==> src/rtl/refr_pkg.sv <==
package refr_pkg;

  typedef enum logic [2:0] {
    ST_IDLE,
    ST_REQ,
    ST_CAS_SETUP,
    ST_RAS_LOW,
    ST_PRECH,
    ST_SELF_HOLD,
    ST_SELF_EXIT
  } refState_t;

  typedef enum logic [2:0] {
    PH_CSR,
    PH_RAS,
    PH_RP,
    PH_SELF,
    PH_RPS
  } phaseSel_t;

  // strobes from control to datapath
  typedef struct packed {
    logic      phaseLoad;
    phaseSel_t phaseSel;
    logic      pendDec;
    logic      pendClear;
    logic      rowInc;
    logic      burstLoad;
    logic      burstDec;
    logic      timerHold;
  } dpCtrl_t;

  // status from datapath to control
  typedef struct packed {
    logic phaseDone;
    logic pendAny;
    logic burstDone;
  } dpStat_t;

endpackage

==> src/rtl/refr_datapath.sv <==
module refr_datapath
  import refr_pkg::*;
#(
  parameter int ROWS_SMALL = 2048,
  parameter int ROWS_LARGE = 4096,
  parameter int IV_W       = 16,
  parameter int PEND_MAX   = 4,
  parameter int CSR_CYC    = 2,
  parameter int RAS_CYC    = 4,
  parameter int RP_CYC     = 3,
  parameter int SELF_CYC   = 10,
  parameter int RPS_CYC    = 6
) (
  input  logic                          clk,
  input  logic                          rstN,
  input  logic                          refreshEn,
  input  logic [IV_W-1:0]               intervalCycles,
  input  logic                          mode4k,
  input  dpCtrl_t                       ctl,
  output dpStat_t                       stat,
  output logic [$clog2(ROWS_LARGE)-1:0] rowAddr
);

  localparam int ROW_W   = $clog2(ROWS_LARGE);
  localparam int BURST_W = ROW_W + 1;
  localparam int PEND_W  = $clog2(PEND_MAX + 1);
  localparam int MAX_A   = (CSR_CYC > RAS_CYC) ? CSR_CYC : RAS_CYC;
  localparam int MAX_B   = (RP_CYC > SELF_CYC) ? RP_CYC : SELF_CYC;
  localparam int MAX_C   = (MAX_A > MAX_B) ? MAX_A : MAX_B;
  localparam int PH_MAX  = (MAX_C > RPS_CYC) ? MAX_C : RPS_CYC;
  localparam int PH_W    = $clog2(PH_MAX + 1);

  // interval timer
  logic [IV_W-1:0] timerCnt;
  logic [IV_W-1:0] ivEff;
  logic [IV_W:0]   timerNext;
  logic            timerRun;
  logic            tick;

  assign ivEff     = (intervalCycles == '0) ? IV_W'(1) : intervalCycles;
  assign timerRun  = refreshEn && !ctl.timerHold;
  assign timerNext = {1'b0, timerCnt} + 1'b1;
  assign tick      = timerRun && (timerNext >= {1'b0, ivEff});

  always_ff @(posedge clk or negedge rstN) begin
    if (!rstN)          timerCnt <= '0;
    else if (!timerRun) timerCnt <= '0;
    else if (tick)      timerCnt <= '0;
    else                timerCnt <= timerNext[IV_W-1:0];
  end

  // backlog of missed requests
  logic [PEND_W-1:0] pendCnt;

  always_ff @(posedge clk or negedge rstN) begin
    if (!rstN) pendCnt <= '0;
    else if (ctl.pendClear) pendCnt <= '0;
    else begin
      case ({tick, ctl.pendDec})
        2'b10:   if (pendCnt != PEND_W'(PEND_MAX)) pendCnt <= pendCnt + 1'b1;
        2'b01:   if (pendCnt != '0) pendCnt <= pendCnt - 1'b1;
        default: pendCnt <= pendCnt;
      endcase
    end
  end

  // phase timer for strobe widths
  logic [PH_W-1:0] phaseCnt;
  logic [PH_W-1:0] durVal;

  always_comb begin
    case (ctl.phaseSel)
      PH_CSR:  durVal = PH_W'(CSR_CYC);
      PH_RAS:  durVal = PH_W'(RAS_CYC);
      PH_SELF: durVal = PH_W'(SELF_CYC);
      PH_RPS:  durVal = PH_W'(RPS_CYC);
      default: durVal = PH_W'(RP_CYC);
    endcase
  end

  always_ff @(posedge clk or negedge rstN) begin
    if (!rstN)                phaseCnt <= '0;
    else if (ctl.phaseLoad)   phaseCnt <= durVal - 1'b1;
    else if (phaseCnt != '0)  phaseCnt <= phaseCnt - 1'b1;
  end

  // row counter for row-strobe-only refresh
  logic [ROW_W-1:0] rowCnt;
  logic [ROW_W-1:0] rowLast;

  assign rowLast = mode4k ? ROW_W'(ROWS_LARGE - 1) : ROW_W'(ROWS_SMALL - 1);

  always_ff @(posedge clk or negedge rstN) begin
    if (!rstN) rowCnt <= '0;
    else if (ctl.rowInc) rowCnt <= (rowCnt == rowLast) ? '0 : rowCnt + 1'b1;
  end

  // burst length after self refresh
  logic [BURST_W-1:0] burstLeft;

  always_ff @(posedge clk or negedge rstN) begin
    if (!rstN) burstLeft <= '0;
    else if (ctl.burstLoad)
      burstLeft <= mode4k ? BURST_W'(ROWS_LARGE) : BURST_W'(ROWS_SMALL);
    else if (ctl.burstDec && burstLeft != '0)
      burstLeft <= burstLeft - 1'b1;
  end

  assign stat.phaseDone = (phaseCnt == '0);
  assign stat.pendAny   = (pendCnt != '0);
  assign stat.burstDone = (burstLeft == '0);
  assign rowAddr        = rowCnt;

endmodule

==> src/rtl/refr_control.sv <==
module refr_control
  import refr_pkg::*;
(
  input  logic    clk,
  input  logic    rstN,
  input  logic    refreshEn,
  input  logic    useRasOnly,
  input  logic    selfReq,
  input  logic    refGnt,
  input  dpStat_t stat,
  output dpCtrl_t ctl,
  output logic    refReq,
  output logic    rasN,
  output logic    casN,
  output logic    addrDrive,
  output logic    selfActive
);

  refState_t state, stateN;
  logic      selfPath, selfPathN;
  logic      burstMode, burstModeN;
  logic      cycRo, cycRoN;
  refState_t startState;
  phaseSel_t startSel;

  assign startState = useRasOnly ? ST_RAS_LOW : ST_CAS_SETUP;
  assign startSel   = useRasOnly ? PH_RAS : PH_CSR;

  always_ff @(posedge clk or negedge rstN) begin
    if (!rstN) begin
      state     <= ST_IDLE;
      selfPath  <= 1'b0;
      burstMode <= 1'b0;
      cycRo     <= 1'b0;
    end else begin
      state     <= stateN;
      selfPath  <= selfPathN;
      burstMode <= burstModeN;
      cycRo     <= cycRoN;
    end
  end

  always_comb begin
    stateN        = state;
    selfPathN     = selfPath;
    burstModeN    = burstMode;
    cycRoN        = cycRo;
    ctl           = '0;
    ctl.timerHold = selfPath | burstMode;
    case (state)
      ST_IDLE: begin
        if (selfReq) begin
          stateN    = ST_REQ;
          selfPathN = 1'b1;
        end else if (refreshEn && stat.pendAny) begin
          stateN = ST_REQ;
        end
      end
      ST_REQ: begin
        if (refGnt) begin
          ctl.phaseLoad = 1'b1;
          if (selfPath) begin
            stateN       = ST_CAS_SETUP;
            ctl.phaseSel = PH_CSR;
            cycRoN       = 1'b0;
          end else begin
            stateN       = startState;
            ctl.phaseSel = startSel;
            cycRoN       = useRasOnly;
          end
        end
      end
      ST_CAS_SETUP: begin
        if (stat.phaseDone) begin
          ctl.phaseLoad = 1'b1;
          if (selfPath) begin
            stateN       = ST_SELF_HOLD;
            ctl.phaseSel = PH_SELF;
          end else begin
            stateN       = ST_RAS_LOW;
            ctl.phaseSel = PH_RAS;
          end
        end
      end
      ST_RAS_LOW: begin
        if (stat.phaseDone) begin
          stateN        = ST_PRECH;
          ctl.phaseLoad = 1'b1;
          ctl.phaseSel  = PH_RP;
          ctl.burstDec  = burstMode;
          ctl.pendDec   = !burstMode;
          ctl.rowInc    = cycRo;
        end
      end
      ST_PRECH: begin
        if (stat.phaseDone) begin
          if (burstMode) begin
            if (stat.burstDone) begin
              stateN        = ST_IDLE;
              burstModeN    = 1'b0;
              ctl.pendClear = 1'b1;
            end else begin
              stateN        = startState;
              ctl.phaseLoad = 1'b1;
              ctl.phaseSel  = startSel;
              cycRoN        = useRasOnly;
            end
          end else if (refreshEn && stat.pendAny) begin
            stateN        = startState;
            ctl.phaseLoad = 1'b1;
            ctl.phaseSel  = startSel;
            cycRoN        = useRasOnly;
          end else begin
            stateN = ST_IDLE;
          end
        end
      end
      ST_SELF_HOLD: begin
        if (stat.phaseDone && !selfReq) begin
          stateN        = ST_SELF_EXIT;
          ctl.phaseLoad = 1'b1;
          ctl.phaseSel  = PH_RPS;
        end
      end
      ST_SELF_EXIT: begin
        if (stat.phaseDone) begin
          selfPathN     = 1'b0;
          burstModeN    = 1'b1;
          ctl.burstLoad = 1'b1;
          stateN        = startState;
          ctl.phaseLoad = 1'b1;
          ctl.phaseSel  = startSel;
          cycRoN        = useRasOnly;
        end
      end
      default: stateN = ST_IDLE;
    endcase
  end

  assign refReq     = (state != ST_IDLE);
  assign rasN       = !((state == ST_RAS_LOW) || (state == ST_SELF_HOLD));
  assign casN       = !((state == ST_CAS_SETUP) || (state == ST_SELF_HOLD) ||
                        ((state == ST_RAS_LOW) && !cycRo));
  assign addrDrive  = (state == ST_RAS_LOW) && cycRo;
  assign selfActive = (state == ST_SELF_HOLD);

endmodule

==> src/rtl/dram_refresh_ctrl.sv <==
module dram_refresh_ctrl
  import refr_pkg::*;
#(
  parameter int ROWS_SMALL = 2048,
  parameter int ROWS_LARGE = 4096,
  parameter int IV_W       = 16,
  parameter int PEND_MAX   = 4,
  parameter int CSR_CYC    = 2,
  parameter int RAS_CYC    = 4,
  parameter int RP_CYC     = 3,
  parameter int SELF_CYC   = 10,
  parameter int RPS_CYC    = 6
) (
  input  logic                          clk,
  input  logic                          rstN,
  input  logic                          refreshEn,
  input  logic [IV_W-1:0]               intervalCycles,
  input  logic                          mode4k,
  input  logic                          useRasOnly,
  input  logic                          selfReq,
  input  logic                          refGnt,
  output logic                          refReq,
  output logic                          rasN,
  output logic                          casN,
  output logic                          weN,
  output logic                          oeN,
  output logic                          addrDrive,
  output logic [$clog2(ROWS_LARGE)-1:0] rowAddr,
  output logic                          selfActive
);

  localparam int ROW_W = $clog2(ROWS_LARGE);

  dpCtrl_t ctl;
  dpStat_t stat;

  refr_control u_ctrl (
    .clk        (clk),
    .rstN       (rstN),
    .refreshEn  (refreshEn),
    .useRasOnly (useRasOnly),
    .selfReq    (selfReq),
    .refGnt     (refGnt),
    .stat       (stat),
    .ctl        (ctl),
    .refReq     (refReq),
    .rasN       (rasN),
    .casN       (casN),
    .addrDrive  (addrDrive),
    .selfActive (selfActive)
  );

  refr_datapath #(
    .ROWS_SMALL (ROWS_SMALL),
    .ROWS_LARGE (ROWS_LARGE),
    .IV_W       (IV_W),
    .PEND_MAX   (PEND_MAX),
    .CSR_CYC    (CSR_CYC),
    .RAS_CYC    (RAS_CYC),
    .RP_CYC     (RP_CYC),
    .SELF_CYC   (SELF_CYC),
    .RPS_CYC    (RPS_CYC)
  ) u_dp (
    .clk            (clk),
    .rstN           (rstN),
    .refreshEn      (refreshEn),
    .intervalCycles (intervalCycles),
    .mode4k         (mode4k),
    .ctl            (ctl),
    .stat           (stat),
    .rowAddr        (rowAddr)
  );

  // refresh never writes and never reads data
  assign weN = 1'b1;
  assign oeN = 1'b1;

endmodule

==> config.mk <==
export PLATFORM = sky130hd
export DESIGN_NAME = dram_refresh_ctrl
export DESIGN_NICKNAME = d
export VERILOG_FILES = /design/src/rtl/refr_pkg.sv /design/src/rtl/refr_datapath.sv /design/src/rtl/refr_control.sv /design/src/rtl/dram_refresh_ctrl.sv
export SDC_FILE = /design/constraint.sdc
export NUM_CORES = 1
export LEC_CHECK = 0
export BUFFER_PORTS_ARGS = -buffer_cell sky130_fd_sc_hd__clkbuf_2
export CAP_MARGIN = 15
export CORE_ASPECT_RATIO = 0.8
export CORE_MARGIN = 8
export CORE_UTILIZATION = 35
export DETAILED_ROUTE_END_ITERATION = 10
export REMOVE_ABC_BUFFERS = 1
export SYNTH_ARGS = -nofsm -noshare
export SYNTH_HDL_FRONTEND = slang
export SYNTH_HIERARCHICAL = 1
export SYNTH_SLANG_ARGS = --single-unit
==> constraint.sdc <==
create_clock -name clk -period 11.15 [get_ports clk]
set_input_delay 3.345 -clock clk [delete_from_list [all_inputs] [get_ports clk]]
set_output_delay 3.345 -clock clk [all_outputs]
set_load 0.01 [all_outputs]
# Word level (Yosys, flattened, before mapping)
# Cells that the tools add are included.
[totals] register_bits=54 in_bits=23 word_cells=149
[classes] n_reduce_logical=36 n_mux=70 add_sub_neg=7 magnitude_cmp=1 n_eq_ne=25 bitwise=1
[op_table] operator="$mux 3" n=17
[op_table] operator="$mux 16" n=3
[op_table] operator="$mux 4" n=10
[op_table] operator="$mux 13" n=3
[op_table] operator="$mux 1" n=26
[op_table] operator="$mux 12" n=2
[op_table] operator="$pmux 4 s6" n=1
[op_table] operator="$pmux 3 s7" n=1
[op_table] operator="$add 16x1->17 const B" n=1
[op_table] operator="$ge 17x16->1" n=1
[op_table] operator="$logic_not 16->1" n=1
[op_table] operator="$pmux 4 s4" n=1
[op_table] operator="$logic_not 13->1" n=1
[op_table] operator="$reduce_bool 13->1" n=1
[op_table] operator="$sub 13x1->13 const B" n=1
[op_table] operator="$add 12x1->12 const B" n=1
[op_table] operator="$eq 12x12->1" n=1
[op_table] operator="$eq 3x3->1 const B" n=4
[op_table] operator="$reduce_bool 3->1" n=4
[op_table] operator="$ne 2x1->1 const B" n=5
[op_table] operator="$eq 3x2->1 const B" n=3
[op_table] operator="$ne 3x3->1 const B" n=3
[op_table] operator="$reduce_and 3->1" n=3
[op_table] operator="$reduce_bool 2->1" n=4
[op_table] operator="other kinds (23)" n=42

# Logic depth before layout (Yosys ltp)
[logic_depth] word_depth=10 mapped_depth=19 mapped_depth_nobuf=19

# Hierarchy
# The synthesis kept the hierarchy.
[by_module_without_submodules] module="refr_datapath" seq_area_each_um2=1201.2 cells_each=325 area_each_um2=2991.6 n_inst=1
[by_module_without_submodules] module="refr_control" seq_area_each_um2=150.1 cells_each=72 area_each_um2=553.0 n_inst=1
[by_module_without_submodules] module="dram_refresh_ctrl" seq_area_each_um2=0.0 cells_each=3 area_each_um2=18.8 n_inst=1

# Worst setup path before layout
# No wires, ideal clock.
[synth_timing] path_kind="input to register" start="input intervalCycles[8]" end="register u_dp.pendCnt[1]" n_path_buf=0 setup_time_ns=0.136 stages=14 setup_slack_ns=5.085 arrival_time_ns=5.929 cell_sequence="nor4_1 > a41o_1 > ha_1 > nor3b_1 > o21ai_0 > o2111ai_1 > a211oi_1 > o21a_1 > nor2_1 > fa_1 > nor2b_1 > or3_1 > mux2i_1 > a211oi_1"
[synth_between] elab_chain_len=7 word_cells_on_any_way=12 classes_between="order compare: 1; eq/ne: 4; mux: 3; reduce/logical: 4"
[synth_rtl] element="start: declaration" line="dram_refresh_ctrl.sv:17" text="input logic [IV_W-1:0] intervalCycles,"
[synth_rtl] element="$logic_not 16->1" line="refr_datapath.sv:40" text="assign ivEff = (intervalCycles == '0) ? IV_W'(1) : intervalCycles;"
[synth_rtl] element="$mux 16 *" line="refr_datapath.sv:40"
[synth_rtl] element="$ge 17x16->1 *" line="refr_datapath.sv:43" text="assign tick = timerRun && (timerNext >= {1'b0, ivEff});"
[synth_rtl] element="$logic_and 1x1->1 *" line="refr_datapath.sv:43"
[synth_rtl] element="$eq 2x2->1 or $eq 2x1->1 (tied branches)" line="refr_datapath.sv:59" text="case ({tick, ctl.pendDec})"
[synth_rtl] element="$ne 3x2->1 (no source line), or another cell as far along"
[synth_rtl] element="$reduce_and 3->1 (no source line) or $mux 3 (tied branches)"
[synth_rtl] element="end signal: assignment" line="refr_datapath.sv:60" text="2'b10: if (pendCnt != PEND_W'(PEND_MAX)) pendCnt <= pendCnt + 1'b1;"
[synth_rtl] element="end signal: assignment" line="refr_datapath.sv:61" text="2'b01: if (pendCnt != '0) pendCnt <= pendCnt - 1'b1;"
[synth_rtl] element="end signal: assignment" line="refr_datapath.sv:62" text="default: pendCnt <= pendCnt;"
[synth_rtl] element="end: declaration" line="refr_datapath.sv:53" text="logic [PEND_W-1:0] pendCnt;"
# Mark *: on every way between the ends. The rest lies on a longest branch, timed or not.
# A chain may end at the register's enable or synchronous reset.

# Worst setup path in the final report
# Ends and elaborated chain as after synthesis.

==> summary.md <==
| Metric | Value |
|---|---|
| R2R depth | 18 |
| Nets | 481 |
| Most numerous cell in the Yosys netlist | dfrtp_1 |
| Final Max Slew Viols | 0 |
| Post-synthesis xor/xnor area fraction | 0.0909 |
| Worst setup EP type | register |
| Antenna Cells | 0 |
| Post-Syn Area | 3560 um2 |
| Placed cells | 570 |
| H-tree depth | 2 |
| Drt first pass iters | 4 |
| Register bit count reported by yosys | 54 |
| Final setup violation count | 0 |
| Hold Crit Class | register to register |
| Stages on the worst setup path | 15 |
| Fin cells | 578 |
| CP top delay family | compound AO/OA/AOI/OAI gates |
| Root Buffer | clkbuf_16 |
| Post-synth top flop | dfrtp_1 |
| R2r startpoint | u_dp/timerCnt[2]$_DFF_PN0_ |
| Max-cap check violation count | 0 |
| CP max-delay cell | fa_1 |
| Hold_ws | 0.525 ns |
| CP startpoint | intervalCycles[8] |
| Post-DP HPWL | 5.97 mm |
| WP buf/inv | 1 |
| Worst Tran Pin Value | 0.907 ns |
| GR Overflow Total | 0 |
| Average cell area after synthesis | 8.91 um2 |
| Clock transition at the registers of the reported paths | 0.07 ns |
| Die ar. | 13700 um2 |
| Vias/cell | 5.12 |
| Post-synthesis mux area share | 0.0197 |
| Syn-to-layout area delta | 13.4% |
| Cts hold-fix bufs | 0 |
| Initial antenna violation count | 0 |
| Power Density | 184 nW/um2 |
| Num CTS Buffers | 5 |
| Setup bufs post-CTS | 0 |
| Max FO, Critical Path | 6 |
| Worst path required time | 11.32 ns |
| Buffers added on ports | 39 |
| Min Tclk post-route | 6.23 ns |
| Die Span Y | 106 um |
| First-pass GRT wire length | 13.4 mm |
| Antenna viol nets, final | 0 |
| Syn. warnings | 6 |
| CP arrival | 6.40 ns |
| Cells along the critical path | clkbuf_2, nor4_1, a41o_1, ha_1, nor3b_1, o21ai_0, o2111ai_1, a211oi_1, o21a_1, nor2_1, fa_1, nor2b_1, or3_1, mux2i_1, a211oi_1 |
| CP max stage delay | 0.43 ns |
| Relative slew margins | 0.394 |
| Core Region | 10100 um2 |
| Critical path type | input pin to register |
| Synth Instances | 400 |
| Starting DRT DRC Count | 158 |
| Ys async rst share | 1.00 |
| Initial Util | 0.354 |
| Setup tns final | 0 ns |
| Adder-cell share of the synthesized area | 0.0758 |
| Sequential share of the synthesized area | 0.379 |
| Reg-to-reg endpoint | u_dp/pendCnt[1]$_DFFE_PN0P_ |
| Top cell type's share of synthesized area | 0.379 |
| Clock sink total | 54 |
| DIE WIDTH | 129 um |
| Worst-Skew Late Latency | 0.30 ns |
| Row count | 33 |
| Worst vdd ir | 75.0 uV |
| Critical path startpoint category | input pin |
| Largest family of logic cells by synthesized area | simple AND/OR/NAND/NOR gates |
| Leading area contributor after synthesis | dfrtp_1 |
| RePlAce Congestion | 0.797 |
| Setup Skew | 0.00968 ns |
| WL final | 7.82 mm |
| Layout cells sized above 1 | 0.130 |
| Final Hold Fails | 0 |
| TritonCTS clock tree | yes |
| IO Pins | 42 |
| All-layer global routing usage | 0.120 |
| Outcome | finished clean |
| LEAKAGE | 0.00194 uW |
| WL/cell | 13.5 um |
| Post-Synth Simple-Gate Area | 0.262 |
| Via count | 2962 |
| Longest Clk Path Bufs | 2 |
| Drt drc | 0 |
| Setup slack, reg-to-reg | 6.93 ns |
| Synth area leaders | dfrtp_1 38%, ha_1 7.0%, xnor2_1 4.7% |
| Most used cell, CP | a211oi_1 |
| RSZ-0062 raised after global routing | false |
| Distinct cells, synth | 56 |
| Post-CTS sizing | 0 |
| EDFF count, synth | 0 |
| Fmax | 161 MHz |
| Post-synthesis compound-gate area fraction | 0.125 |
| CP Capture Point | u_dp/pendCnt[1]$_DFFE_PN0P_ |
| Largest net degree at the start of global routing | 55 |
| Post-synth top cells | 54 x dfrtp_1, 38 x nand2_1, 37 x nor2_1 |
| Period utilization | 0.559 |
| Vias in the first global route | 2916 |
==> worst register-to-register path, stage by stage (launching register included) <==
cell and delay [ns]:
dfrtp_1 0.40, and2_1 0.18, and4_1 0.23, and3_1 0.31, nand2_1 0.11, nor2_1 0.14, xor2_1 0.23, ha_1 0.29
a21oi_1 0.16, o211ai_1 0.10, a31oi_1 0.13, o21ai_0 0.20, o21a_1 0.33, nor2_1 0.15, fa_1 0.42, nor2b_1 0.17
or3_1 0.34, mux2i_1 0.14, a211oi_1 0.06
==> registers in the layout, summed over array words and instances, names as in the netlist <==
name and flops:
u_ctrl/cycRo 1, u_ctrl/burstMode 1, u_ctrl/state 3, u_dp/pendCnt 3, u_dp/burstLeft 13, u_dp/rowAddr 12, u_ctrl/selfPath 1, u_dp/timerCnt 16
u_dp/phaseCnt 4
==> metrics by stage <==
stage	cell area, um2	util	total power, uW	setup WS, ns
floorplan	3500	-	500	5.08
global placement	3880	0.386	570	4.77
detailed placement	3880	0.386	579	4.60
CTS	4040	0.401	748	4.95
global route	4040	0.401	804	4.60
finish	4040	0.401	742	4.92
==> worst min-delay path by stage <==
stage	start	endpoint	slack, ns	cells after the start
6_report	u_dp/rowAddr[4]$_DFFE_PN0P_	u_dp/rowAddr[4]$_DFFE_PN0P_	0.53	1
5_1_grt	u_dp/rowAddr[4]$_DFFE_PN0P_	u_dp/rowAddr[4]$_DFFE_PN0P_	0.54	1
4_1_cts	u_dp/rowAddr[4]$_DFFE_PN0P_	u_dp/rowAddr[4]$_DFFE_PN0P_	0.53	1
3_5_place_dp	u_dp/rowAddr[4]$_DFFE_PN0P_	u_dp/rowAddr[4]$_DFFE_PN0P_	0.52	1
3_3_place_gp	u_dp/rowAddr[4]$_DFFE_PN0P_	u_dp/rowAddr[4]$_DFFE_PN0P_	0.52	1
2_1_floorplan	u_dp/timerCnt[0]$_DFF_PN0_	u_dp/timerCnt[0]$_DFF_PN0_	0.47	1
==> area by class of cell <==
class	count	area, um2
multi-input cells	309	2050
clock inverters	2	16.3
repair buffers	41	210
inverters	26	97.6
clock buffers	6	139
flip-flops and latches	54	1350
fillers	1058	6030
well taps	140	175
==> logic make-up after synthesis <==
group                    Yosys count
AND/OR/NAND/NOR                  178
buffers and inverters             38
XOR/XNOR                          37
AO/OA/AOI/OAI                     64
flip-flops                        54
adder cells (fa/ha/maj)           21
other                              1
multiplexers                       7
==> per-layer routing <==
layer | track usage | wire (um) | up-vias
li1 | - | - | 1481
met1 | 0.159 | 3890 | 1425
met2 | 0.193 | 3550 | 50
met3 | 0.0225 | 301 | 6
met4 | 0.0343 | 81 | 0
met5 | 0 | 0 | -
==> report_power, final <==
group	switching, uW	total [uW]	internal, uW
Combinational	162	285	123
Clock	75.0	165	90.4
Sequential	57.9	291	233
==> cell usage in the layout, fill, tap and decap left out, drive strengths merged, types with 4 or more instances in the layout <==
cell type  instances
inv               27
o21ai             15
or3                6
nor2              37
dfrtp             54
xnor2             19
o31ai              6
nand3             12
nor3              12
and3              19
nand2             38
nand4              7
mux2i              7
xor2              18
nor2b             13
and2               5
nand2b             5
a21oi             16
nand3b             4
ha                20
clkbuf            45
nor4               9
No activity file was read; power rests on OpenSTA's default activity.
